## src/rtl/pcc_pkg.sv

```systemverilog
package pcc_pkg;

  typedef enum logic [2:0] {
    MODE_RUN      = 3'd0,
    MODE_HALT     = 3'd1,
    MODE_SLP_FULL = 3'd2,
    MODE_SLP_RTC  = 3'd3,
    MODE_WAKE     = 3'd4
  } pcc_mode_e;

  localparam int OSC_N     = 3;
  localparam int OSC_INT   = 0;
  localparam int OSC_HS    = 1;
  localparam int OSC_LS    = 2;
  localparam int SRC_W     = 2;

  // Source code 3 is reserved and falls back to the internal oscillator.
  function automatic logic [SRC_W-1:0] src_index(input logic [SRC_W-1:0] sel);
    return (sel == SRC_W'(3)) ? SRC_W'(OSC_INT) : sel;
  endfunction

endpackage

```

## src/rtl/pcc_mode_fsm.sv

```systemverilog
module pcc_mode_fsm
  import pcc_pkg::*;
(
  input  logic      clk,
  input  logic      rst,
  input  logic      sleep_req,
  input  logic      halt_req,
  input  logic      rtc_run_en,
  input  logic      rtc_halt,
  input  logic      wake_port,
  input  logic      wake_rtc,
  input  logic      wake_periph,
  input  logic      src_ready,
  output pcc_mode_e mode_q
);

  pcc_mode_e mode_d;
  logic      keep_ls;

  assign keep_ls = rtc_run_en & ~rtc_halt;

  always_comb begin
    mode_d = mode_q;
    unique case (mode_q)
      MODE_RUN: begin
        if (sleep_req)      mode_d = keep_ls ? MODE_SLP_RTC : MODE_SLP_FULL;
        else if (halt_req)  mode_d = MODE_HALT;
      end
      MODE_HALT:     if (wake_port | wake_periph) mode_d = MODE_RUN;
      MODE_SLP_FULL: if (wake_port)               mode_d = MODE_WAKE;
      MODE_SLP_RTC:  if (wake_port | wake_rtc)    mode_d = MODE_WAKE;
      MODE_WAKE:     if (src_ready)               mode_d = MODE_RUN;
      default:                                    mode_d = MODE_RUN;
    endcase
  end

  always_ff @(posedge clk) begin
    if (rst) mode_q <= MODE_RUN;
    else     mode_q <= mode_d;
  end

  // full sleep ignores every wake source except the port
  a_r3_full_port_only: assert property (@(posedge clk) disable iff (rst)
    (mode_q == MODE_SLP_FULL && !wake_port) |=> (mode_q == MODE_SLP_FULL));

  // RTC sleep is not left on a peripheral interrupt alone
  a_r5_rtc_sleep_hold: assert property (@(posedge clk) disable iff (rst)
    (mode_q == MODE_SLP_RTC && !wake_port && !wake_rtc) |=> (mode_q == MODE_SLP_RTC));

  // wake state persists until the source reports ready
  a_r12_wait_ready: assert property (@(posedge clk) disable iff (rst)
    (mode_q == MODE_WAKE && !src_ready) |=> (mode_q == MODE_WAKE));

  // a sleep request from run never lands in halt
  a_r13_sleep_wins: assert property (@(posedge clk) disable iff (rst)
    (mode_q == MODE_RUN && sleep_req) |=> (mode_q != MODE_HALT));

endmodule

```

## src/rtl/pcc_osc_gate.sv

```systemverilog
module pcc_osc_gate
  import pcc_pkg::*;
(
  input  logic             clk,
  input  logic             rst,
  input  pcc_mode_e        mode_i,
  input  logic [SRC_W-1:0] src_sel,
  input  logic [OSC_N-1:0] osc_off_req,
  output logic [OSC_N-1:0] osc_en_q
);

  logic [SRC_W-1:0] src_idx;
  logic [OSC_N-1:0] run_en;
  logic [OSC_N-1:0] en_d;

  assign src_idx = src_index(src_sel);

  for (genvar g = 0; g < OSC_N; g++) begin : g_osc
    localparam logic [SRC_W-1:0] GIDX = SRC_W'(g);
    localparam logic             IS_LS = (g == OSC_LS);
    // The active source can never be switched off by software.
    assign run_en[g] = (src_idx == GIDX) | ~osc_off_req[g];
  end

  always_comb begin
    unique case (mode_i)
      MODE_SLP_FULL: en_d = '0;
      MODE_SLP_RTC:  en_d = OSC_N'(1) << OSC_LS;
      MODE_HALT:     en_d = osc_en_q;
      default:       en_d = run_en;
    endcase
  end

  always_ff @(posedge clk) begin
    if (rst) osc_en_q <= OSC_N'(1) << OSC_INT;
    else     osc_en_q <= en_d;
  end

  // one cycle into full sleep every oscillator is off
  a_r2_all_dark: assert property (@(posedge clk) disable iff (rst)
    (mode_i == MODE_SLP_FULL) |=> (osc_en_q == '0));

  // the selected source is enabled while running
  a_r10_src_alive: assert property (@(posedge clk) disable iff (rst)
    (mode_i == MODE_RUN) |=> osc_en_q[$past(src_idx)]);

  // halt freezes the oscillator enables
  a_r6_halt_frozen: assert property (@(posedge clk) disable iff (rst)
    (mode_i == MODE_HALT && $past(mode_i) == MODE_HALT) |-> $stable(osc_en_q));

endmodule

```

## src/rtl/pcc_gear_div.sv

```systemverilog
module pcc_gear_div #(
  parameter int GEAR_W = 2
) (
  input  logic              clk,
  input  logic              rst,
  input  logic              run_i,
  input  logic [GEAR_W-1:0] gear_sel,
  output logic              cpu_en_q
);

  localparam int CNT_W = (1 << GEAR_W) - 1;

  logic [GEAR_W-1:0] gear_act;
  logic [CNT_W-1:0]  cnt;
  logic [CNT_W-1:0]  lim;
  logic              tick;

  // Terminal count is 2**gear_act - 1: the low gear_act bits set.
  always_comb begin
    lim = '0;
    for (int i = 0; i < CNT_W; i++) lim[i] = (i < int'(gear_act));
  end

  assign tick = (cnt == lim);

  always_ff @(posedge clk) begin
    if (rst) begin
      cnt      <= '0;
      gear_act <= '0;
      cpu_en_q <= 1'b0;
    end else if (!run_i) begin
      cnt      <= '0;
      gear_act <= gear_sel;
      cpu_en_q <= 1'b0;
    end else if (tick) begin
      cnt      <= '0;
      gear_act <= gear_sel;
      cpu_en_q <= 1'b1;
    end else begin
      cnt      <= cnt + CNT_W'(1);
      cpu_en_q <= 1'b0;
    end
  end

  // no CPU pulse while not running
  a_r8_idle_quiet: assert property (@(posedge clk) disable iff (rst)
    !run_i |=> !cpu_en_q);

  // the active gear changes only when a period closes
  a_r9_gear_boundary: assert property (@(posedge clk) disable iff (rst)
    (run_i && $past(run_i) && !$stable(gear_act)) |-> cpu_en_q);

endmodule

```

## src/rtl/pwr_clk_ctrl.sv

```systemverilog
module pwr_clk_ctrl
  import pcc_pkg::*;
#(
  parameter int GEAR_W = 2
) (
  input  logic              clk,
  input  logic              rst,
  input  logic              sleep_req,
  input  logic              halt_req,
  input  logic              rtc_run_en,
  input  logic              rtc_halt,
  input  logic [1:0]        src_sel,
  input  logic [2:0]        osc_off_req,
  input  logic [GEAR_W-1:0] gear_sel,
  input  logic              periph_stop,
  input  logic              wake_port,
  input  logic              wake_rtc,
  input  logic              wake_periph,
  input  logic [2:0]        osc_ready,
  output logic [2:0]        osc_en,
  output logic              cpu_clk_en,
  output logic              periph_clk_en,
  output logic [2:0]        pwr_mode
);

  pcc_mode_e mode_q;
  logic      src_ready;
  logic      periph_q;

  assign src_ready = osc_ready[src_index(src_sel)];

  pcc_mode_fsm u_fsm (
    .clk         (clk),
    .rst         (rst),
    .sleep_req   (sleep_req),
    .halt_req    (halt_req),
    .rtc_run_en  (rtc_run_en),
    .rtc_halt    (rtc_halt),
    .wake_port   (wake_port),
    .wake_rtc    (wake_rtc),
    .wake_periph (wake_periph),
    .src_ready   (src_ready),
    .mode_q      (mode_q)
  );

  pcc_osc_gate u_osc (
    .clk         (clk),
    .rst         (rst),
    .mode_i      (mode_q),
    .src_sel     (src_sel),
    .osc_off_req (osc_off_req),
    .osc_en_q    (osc_en)
  );

  pcc_gear_div #(.GEAR_W(GEAR_W)) u_gear (
    .clk      (clk),
    .rst      (rst),
    .run_i    (mode_q == MODE_RUN),
    .gear_sel (gear_sel),
    .cpu_en_q (cpu_clk_en)
  );

  always_ff @(posedge clk) begin
    if (rst) periph_q <= 1'b0;
    else     periph_q <= ~periph_stop & ((mode_q == MODE_RUN) | (mode_q == MODE_HALT));
  end

  assign periph_clk_en = periph_q;
  assign pwr_mode      = mode_q;

  // the peripheral clock is dark during either sleep
  a_r11_periph_dark: assert property (@(posedge clk) disable iff (rst)
    (mode_q == MODE_SLP_FULL || mode_q == MODE_SLP_RTC) |=> !periph_clk_en);

endmodule

```

## config.mk

```make
export PLATFORM = sky130hd
export DESIGN_NAME = pwr_clk_ctrl
export DESIGN_NICKNAME = d
export VERILOG_FILES = /design/src/rtl/pcc_pkg.sv /design/src/rtl/pcc_mode_fsm.sv /design/src/rtl/pcc_osc_gate.sv /design/src/rtl/pcc_gear_div.sv /design/src/rtl/pwr_clk_ctrl.sv
export SDC_FILE = /design/constraint.sdc
export NUM_CORES = 1
export LEC_CHECK = 0
export ABC_AREA = 1
export BUFFER_PORTS_ARGS = -buffer_cell sky130_fd_sc_hd__buf_4
export CORE_UTILIZATION = 49
export CTS_BUF_LIST = sky130_fd_sc_hd__clkbuf_16
export DETAILED_ROUTE_END_ITERATION = 10
export PLACE_DENSITY = 0.81
export SETUP_SLACK_MARGIN = 0.05
export SYNTH_ARGS = -nofsm -noshare
export SYNTH_HDL_FRONTEND = slang
export SYNTH_SLANG_ARGS = --single-unit
```

## constraint.sdc

```tcl
create_clock -name clk -period 2 [get_ports clk]
set_input_delay 0.1 -clock clk [delete_from_list [all_inputs] [get_ports clk]]
set_output_delay 0.1 -clock clk [all_outputs]
set_load 0.1 [all_outputs]
```

# Word-level counts from Yosys, hierarchy flattened
# Cells that the tools add are included.
# word_totals
reg_bits	13
out_inout_bits	8
wordCells	59
# classes
add_sub_neg	1
order_cmp	4
eq_ne	14
mux	15
bitwise_logic	14
reduce_logical	5
# op_table
op	count
$mux 3	6
$pmux 3 s5	1
$pmux 3 s3	1
$eq 3x2->1 const B	2
$mux 2	3
$ne 2x2->1 const B	3
$not 1->1	6
$or 1x1->1	6
$reduce_and 5->1	1
$eq 2x2->1 const B	2
$lt 1x2->1 const A	2
$ne 2x1->1 const B	2
$add 3x1->3 const B	1
$eq 3x1->1 const B	1
$eq 3x3->1	1
$eq 3x3->1 const B	1
$logic_not 3->1	1
$lt 2x3->1 const B	1
$mux 1	3
$ne 3x3->1 const B	1
$reduce_or 3->1	1
$and 1x1->1	2
$bmux 1 s2	1
$eq 2x1->1 const B	1
other kinds (3)	3

# Longest topological paths before layout
# logic_depth
ltp_word	6
mapped_depth	10
depth_no_buf	10

# Cells and area by module
# From an unflattened synthesis, not the netlist that was laid out.
# hier_totals
cells_unflattened	122
area_unflattened_um2	775.7
# modules_own_cells
module	instances	cells_each	area_per_inst_um2	seq_area_each_um2
pcc_gear_div	1	41	291.5	120.1
pcc_mode_fsm	1	39	211.5	60.1
pcc_osc_gate	1	28	191.4	60.1
pwr_clk_ctrl	1	14	81.3	20.0

# Least setup slack after synthesis
# Ideal clock, no wire load.
# synth_path
path_kind	register to register
from	reg u_fsm.mode_q[1]
to	reg u_fsm.mode_q[1]
arrival_ns	1.820
path_slack_ns	0.114
stages_incl_launch_ff	9
n_path_buf	0
period_less_slack_ns	1.886
cell_sequence	dfxtp_1 inv_1 nor2_1 nand2_1 nand2_1 nand2_2 nand3_2 nand2_1 a21oi_2
# synth_via
elab_chain_cells	3
elab_cells_between_ends	12
classes_between	9 x eq/ne; 1 x mux; 2 x reduce/logical
# synth_lines
element	line	text
start, declared	pcc_mode_fsm.sv:14	output pcc_mode_e mode_q
start signal, assigned	pcc_mode_fsm.sv:39	else mode_q <= mode_d;
$eq 3x2->1, or another cell as far along	pcc_mode_fsm.sv:24	unique case (mode_q)
$ne 2x1->1 (no source line), or another cell as far along	n/a	
$reduce_and 5->1 (no source line)	n/a	
# Several ways; a longest one is shown, not always the timed one.
# A chain may end at the register's enable or synchronous reset.

# Worst setup path after layout
# layout_path
from	reg u_fsm.mode_q[1]
to	reg u_fsm.mode_q[0]
# The elaborated chain is that of the path after synthesis.

==> results.md <==
- The height of the die is 39.6 µm.
- The count of endpoints failing setup in the final report is 0.
- The floorplan core area is 1320 µm².
- The mean routed wirelength per cell is 11.2 µm.
- The clock network latency to the later pin of the worst-skew pair is 0.24 ns.
- The DRC violations left is 0.
- The initial core utilization is 52.7%.
- Setup repair after global routing left no endpoint under its margin.
- The number of pins exceeding their max-slew limit in the final report is 0.
- The max-cap check violation count is 0.
- Compared with the post-synthesis result, the final layout area differs by 43.2%.
- The smallest clock period supported by the final layout is computed as 1.22 ns.
- Buffers added to address setup during post-CTS repair amount to 0.
- When the netlist entered floorplanning its net count stood at 121.
- The number of nets in the layout is 153.
- Counting flops with a built-in enable in the synthesized netlist gives 0.
- After layout, the worst path uses 61.1% of the clock period.
- After detailed routing, the number of vias per cell comes to 4.88.
- The proportion of netlist area held by the largest area contributor is 37.5%.
- The hold violation total from the final report is 0.
- The power density over the cells is 1360 nW/µm².
- The highest ir drop seen on vdd is 0.647 mV.
- The count of boundary I/O pins is 28.
- The clock root buffer is sky130_fd_sc_hd__clkbuf_16.
- The type of the worst min-delay path is primary input to flip-flop.
- The critical path's top delay family is simple AND/OR/NAND/NOR gates.
- Input and output buffers added on the ports amount to 27.
- From left edge to right edge, the die measures 39.6 µm.
- The clock transition at the registers of the reported paths is 0.05 ns.
- The post-cts sizing count is 0.
- The clock passes through at most 2 buffers.
- The floorplan step defined a die boundary enclosing 1570 µm².
- The total iterations of the first detailed-routing run is 4.
- The number of DRC markers in iteration 0 is 12.
- By count the netlist is led by sky130_fd_sc_hd__inv_1, sky130_fd_sc_hd__nand2_1, sky130_fd_sc_hd__dfxtp_1, sky130_fd_sc_hd__nor2_1, sky130_fd_sc_hd__a21oi_1.
- In this run the worst path has a maximum fanout of 4.
- The cell area after layout is 995 µm².
- The total placed instance area is 916 µm².
- The number of vias in the routed layout is 703.
- The number of antenna violations at the first check in global routing is 0.
- The sequential share of the synthesized area is 37.5%.
- The critical path goes through inv_1 > nor2_1 > nand2_1 > nand2_1 > nand2_2 > nand3_2 > nand2_1 > nand2_1 > nor2_1.
- Cells with a size suffix above 1 make up 29.5% of the layout.
- The repair_antennas step left the layout with diodes totalling 0.
- The required time reported for the critical path endpoint is 2.14 ns.
- Static timing analysis puts the maximum clock frequency at 818 MHz.
- The number of synthesized register bits is 13.
- The worst setup path is launched from a flip-flop.
- The total congestion overflow after global routing is 0.
- Summed over all cells, the static leakage comes to 0.000524 µW.
- The most frequent cell on the critical path is sky130_fd_sc_hd__nand2_1.
- For the final database, setup skew stands at 0.00561 ns.
- The relative slew slack is 81.5%.
- The number of library cell types mapped by synthesis is 19.
- For this design, the CTS-stage hold fixing added 0 buffers.
- The actual slew at the worst max-slew pin is 0.275 ns.
- The half-perimeter wire length after placement is 1.18 mm.
- The cell accounting for the most synthesized area is sky130_fd_sc_hd__dfxtp_1.
- The tightest hold path in the finished design has a slack of 0.0233 ns.
- The global-route usage over all layers is 24.2%.
- The number of placement rows is 13.
- The final sum of negative setup slack is 0 ns.
- The slowest stage of the critical path belongs to the cell sky130_fd_sc_hd__dfxtp_1.
- The average instance in the mapped netlist occupies 7.09 µm².
- The CTS tree is built.
- By area the synthesized netlist is led by sky130_fd_sc_hd__dfxtp_1, sky130_fd_sc_hd__inv_1, sky130_fd_sc_hd__nand2_1, sky130_fd_sc_hd__nor2_1, sky130_fd_sc_hd__ha_1.
- Of all flip-flops after synthesis, the portion carrying an async set or reset was 0%.
- The number of nets with antenna violations after detailed routing is 0.
- The sink count of the clock tree is 13.
- The number of instances in the synthesized netlist is 98.
- The cell with the most instances after synthesis is sky130_fd_sc_hd__inv_1.
- During synthesis, Yosys emitted a total of 0 warnings.
- Summed over all layers, the routed wires come to 1.61 mm.
- STA classifies the critical path endpoint as a flip-flop.
- The arrival time of the worst setup path is 1.36 ns.
- The sum of internal, switching and leakage power is 1350 µW.
- The congestion estimate from routability-driven global placement came to 0.782.
- The most used flip-flop cell after synthesis is sky130_fd_sc_hd__dfxtp_1.
- The flow ran to the end, and the final reports show no timing, DRC or antenna violations.
- Entering global routing, the biggest net connects 9 pins.
- The mapped netlist covers 694 µm².
- TritonCTS created 3 clock buffers.
- At the placement stage, the worst setup path has a slack of 0.797 ns.
- The category of the critical setup timing path is flip-flop to flip-flop.
- The worst setup slack after layout is 0.778 ns.
- The via count of the first global-routing pass is 602.
- The largest stage delay on the critical path is 0.37 ns.
- Counting both buffers and inverters, the worst setup path holds a total of 1.
- The wire length of the first global-routing pass is 2.45 mm.
- The H-tree depth reported by CTS is 1.
## worst register-to-register path: stages, from the launching register on
cell and delay, ns:
sky130_fd_sc_hd__dfxtp_1 0.37, sky130_fd_sc_hd__inv_1 0.11, sky130_fd_sc_hd__nor2_1 0.20, sky130_fd_sc_hd__nand2_1 0.07, sky130_fd_sc_hd__nand2_1 0.08, sky130_fd_sc_hd__nand2_2 0.06
sky130_fd_sc_hd__nand3_2 0.07, sky130_fd_sc_hd__nand2_1 0.05, sky130_fd_sc_hd__nand2_1 0.06, sky130_fd_sc_hd__nor2_1 0.04
## cell usage in the layout (no fill, tap or decap), drive strengths merged
cell,n
o21ai,3
nand3,8
nor3,1
nand2,20
dfxtp,13
nand3b,2
buf,27
xor2,2
nor2,14
clkbuf,3
nor4,1
a21oi,8
ha,3
nand4,1
xnor2,2
inv,21
## routing by layer
layer | vias to the layer above | routed length [µm] | track usage, %
met3 | 2 | 86 | 5.11
met2 | 34 | 790 | 41.8
met4 | 0 | 11 | 13.8
li1 | 368 | - | -
met1 | 299 | 724 | 26.8
met5 | - | 0 | 0
## kinds of logic (layout without fill, tap and decap cells)
| logic type | count (synthesis) | in the layout | share of synthesized area, % |
|---|---|---|---|
| adder cells (fa/ha/maj) | 3 | 3 | 5.41 |
| flip-flops | 13 | 13 | 37.5 |
| buffers and inverters | 20 | 51 | 10.8 |
| AND/OR/NAND/NOR | 47 | 47 | 32.8 |
| AO/OA/AOI/OAI | 11 | 11 | 8.47 |
| XOR/XNOR | 4 | 4 | 5.05 |
## stage by stage
stage	cells	utilization [%]
2_1_floorplan	98	-
3_3_place_gp	140	69.5
3_5_place_dp	140	69.5
4_1_cts	144	75.5
5_1_grt	144	75.5
6_report	144	75.5
## final cells by class
type | count | area, µm²
timing repair buffer | 27 | 203
sequential | 13 | 260
inverter | 20 | 75.1
fill | 100 | 323
multi-input combinational | 65 | 359
clock inverter | 1 | 3.75
clock buffer | 3 | 75.1
tap | 15 | 18.8
## registers in the layout, indices dropped and copies added (netlist names)
register / flops
periph_clk_en: 1
u_osc.osc_en_q: 3
u_gear.cnt: 3
u_fsm.mode_q: 3
u_gear.cpu_en_q: 1
u_gear.gear_act: 2
## power breakdown
part           internal [µW]  switching (µW)  total [µW]
clock network            264             113         377
logic                    174             435         609
registers                321            44.3         365
## worst paths after layout
check / cells after the start / slack (ns) / to / startpoint
max: 9 / 0.78 / u_fsm.mode_q[0] / u_fsm.mode_q[1]
min: 2 / 0.02 / periph_clk_en / periph_stop
max reg2reg: 9 / 0.78 / u_fsm.mode_q[0] / u_fsm.mode_q[1]
min reg2reg: 2 / 0.47 / u_osc.osc_en_q[1] / u_osc.osc_en_q[1]
Note: power is estimated with default switching activity, not from simulation.
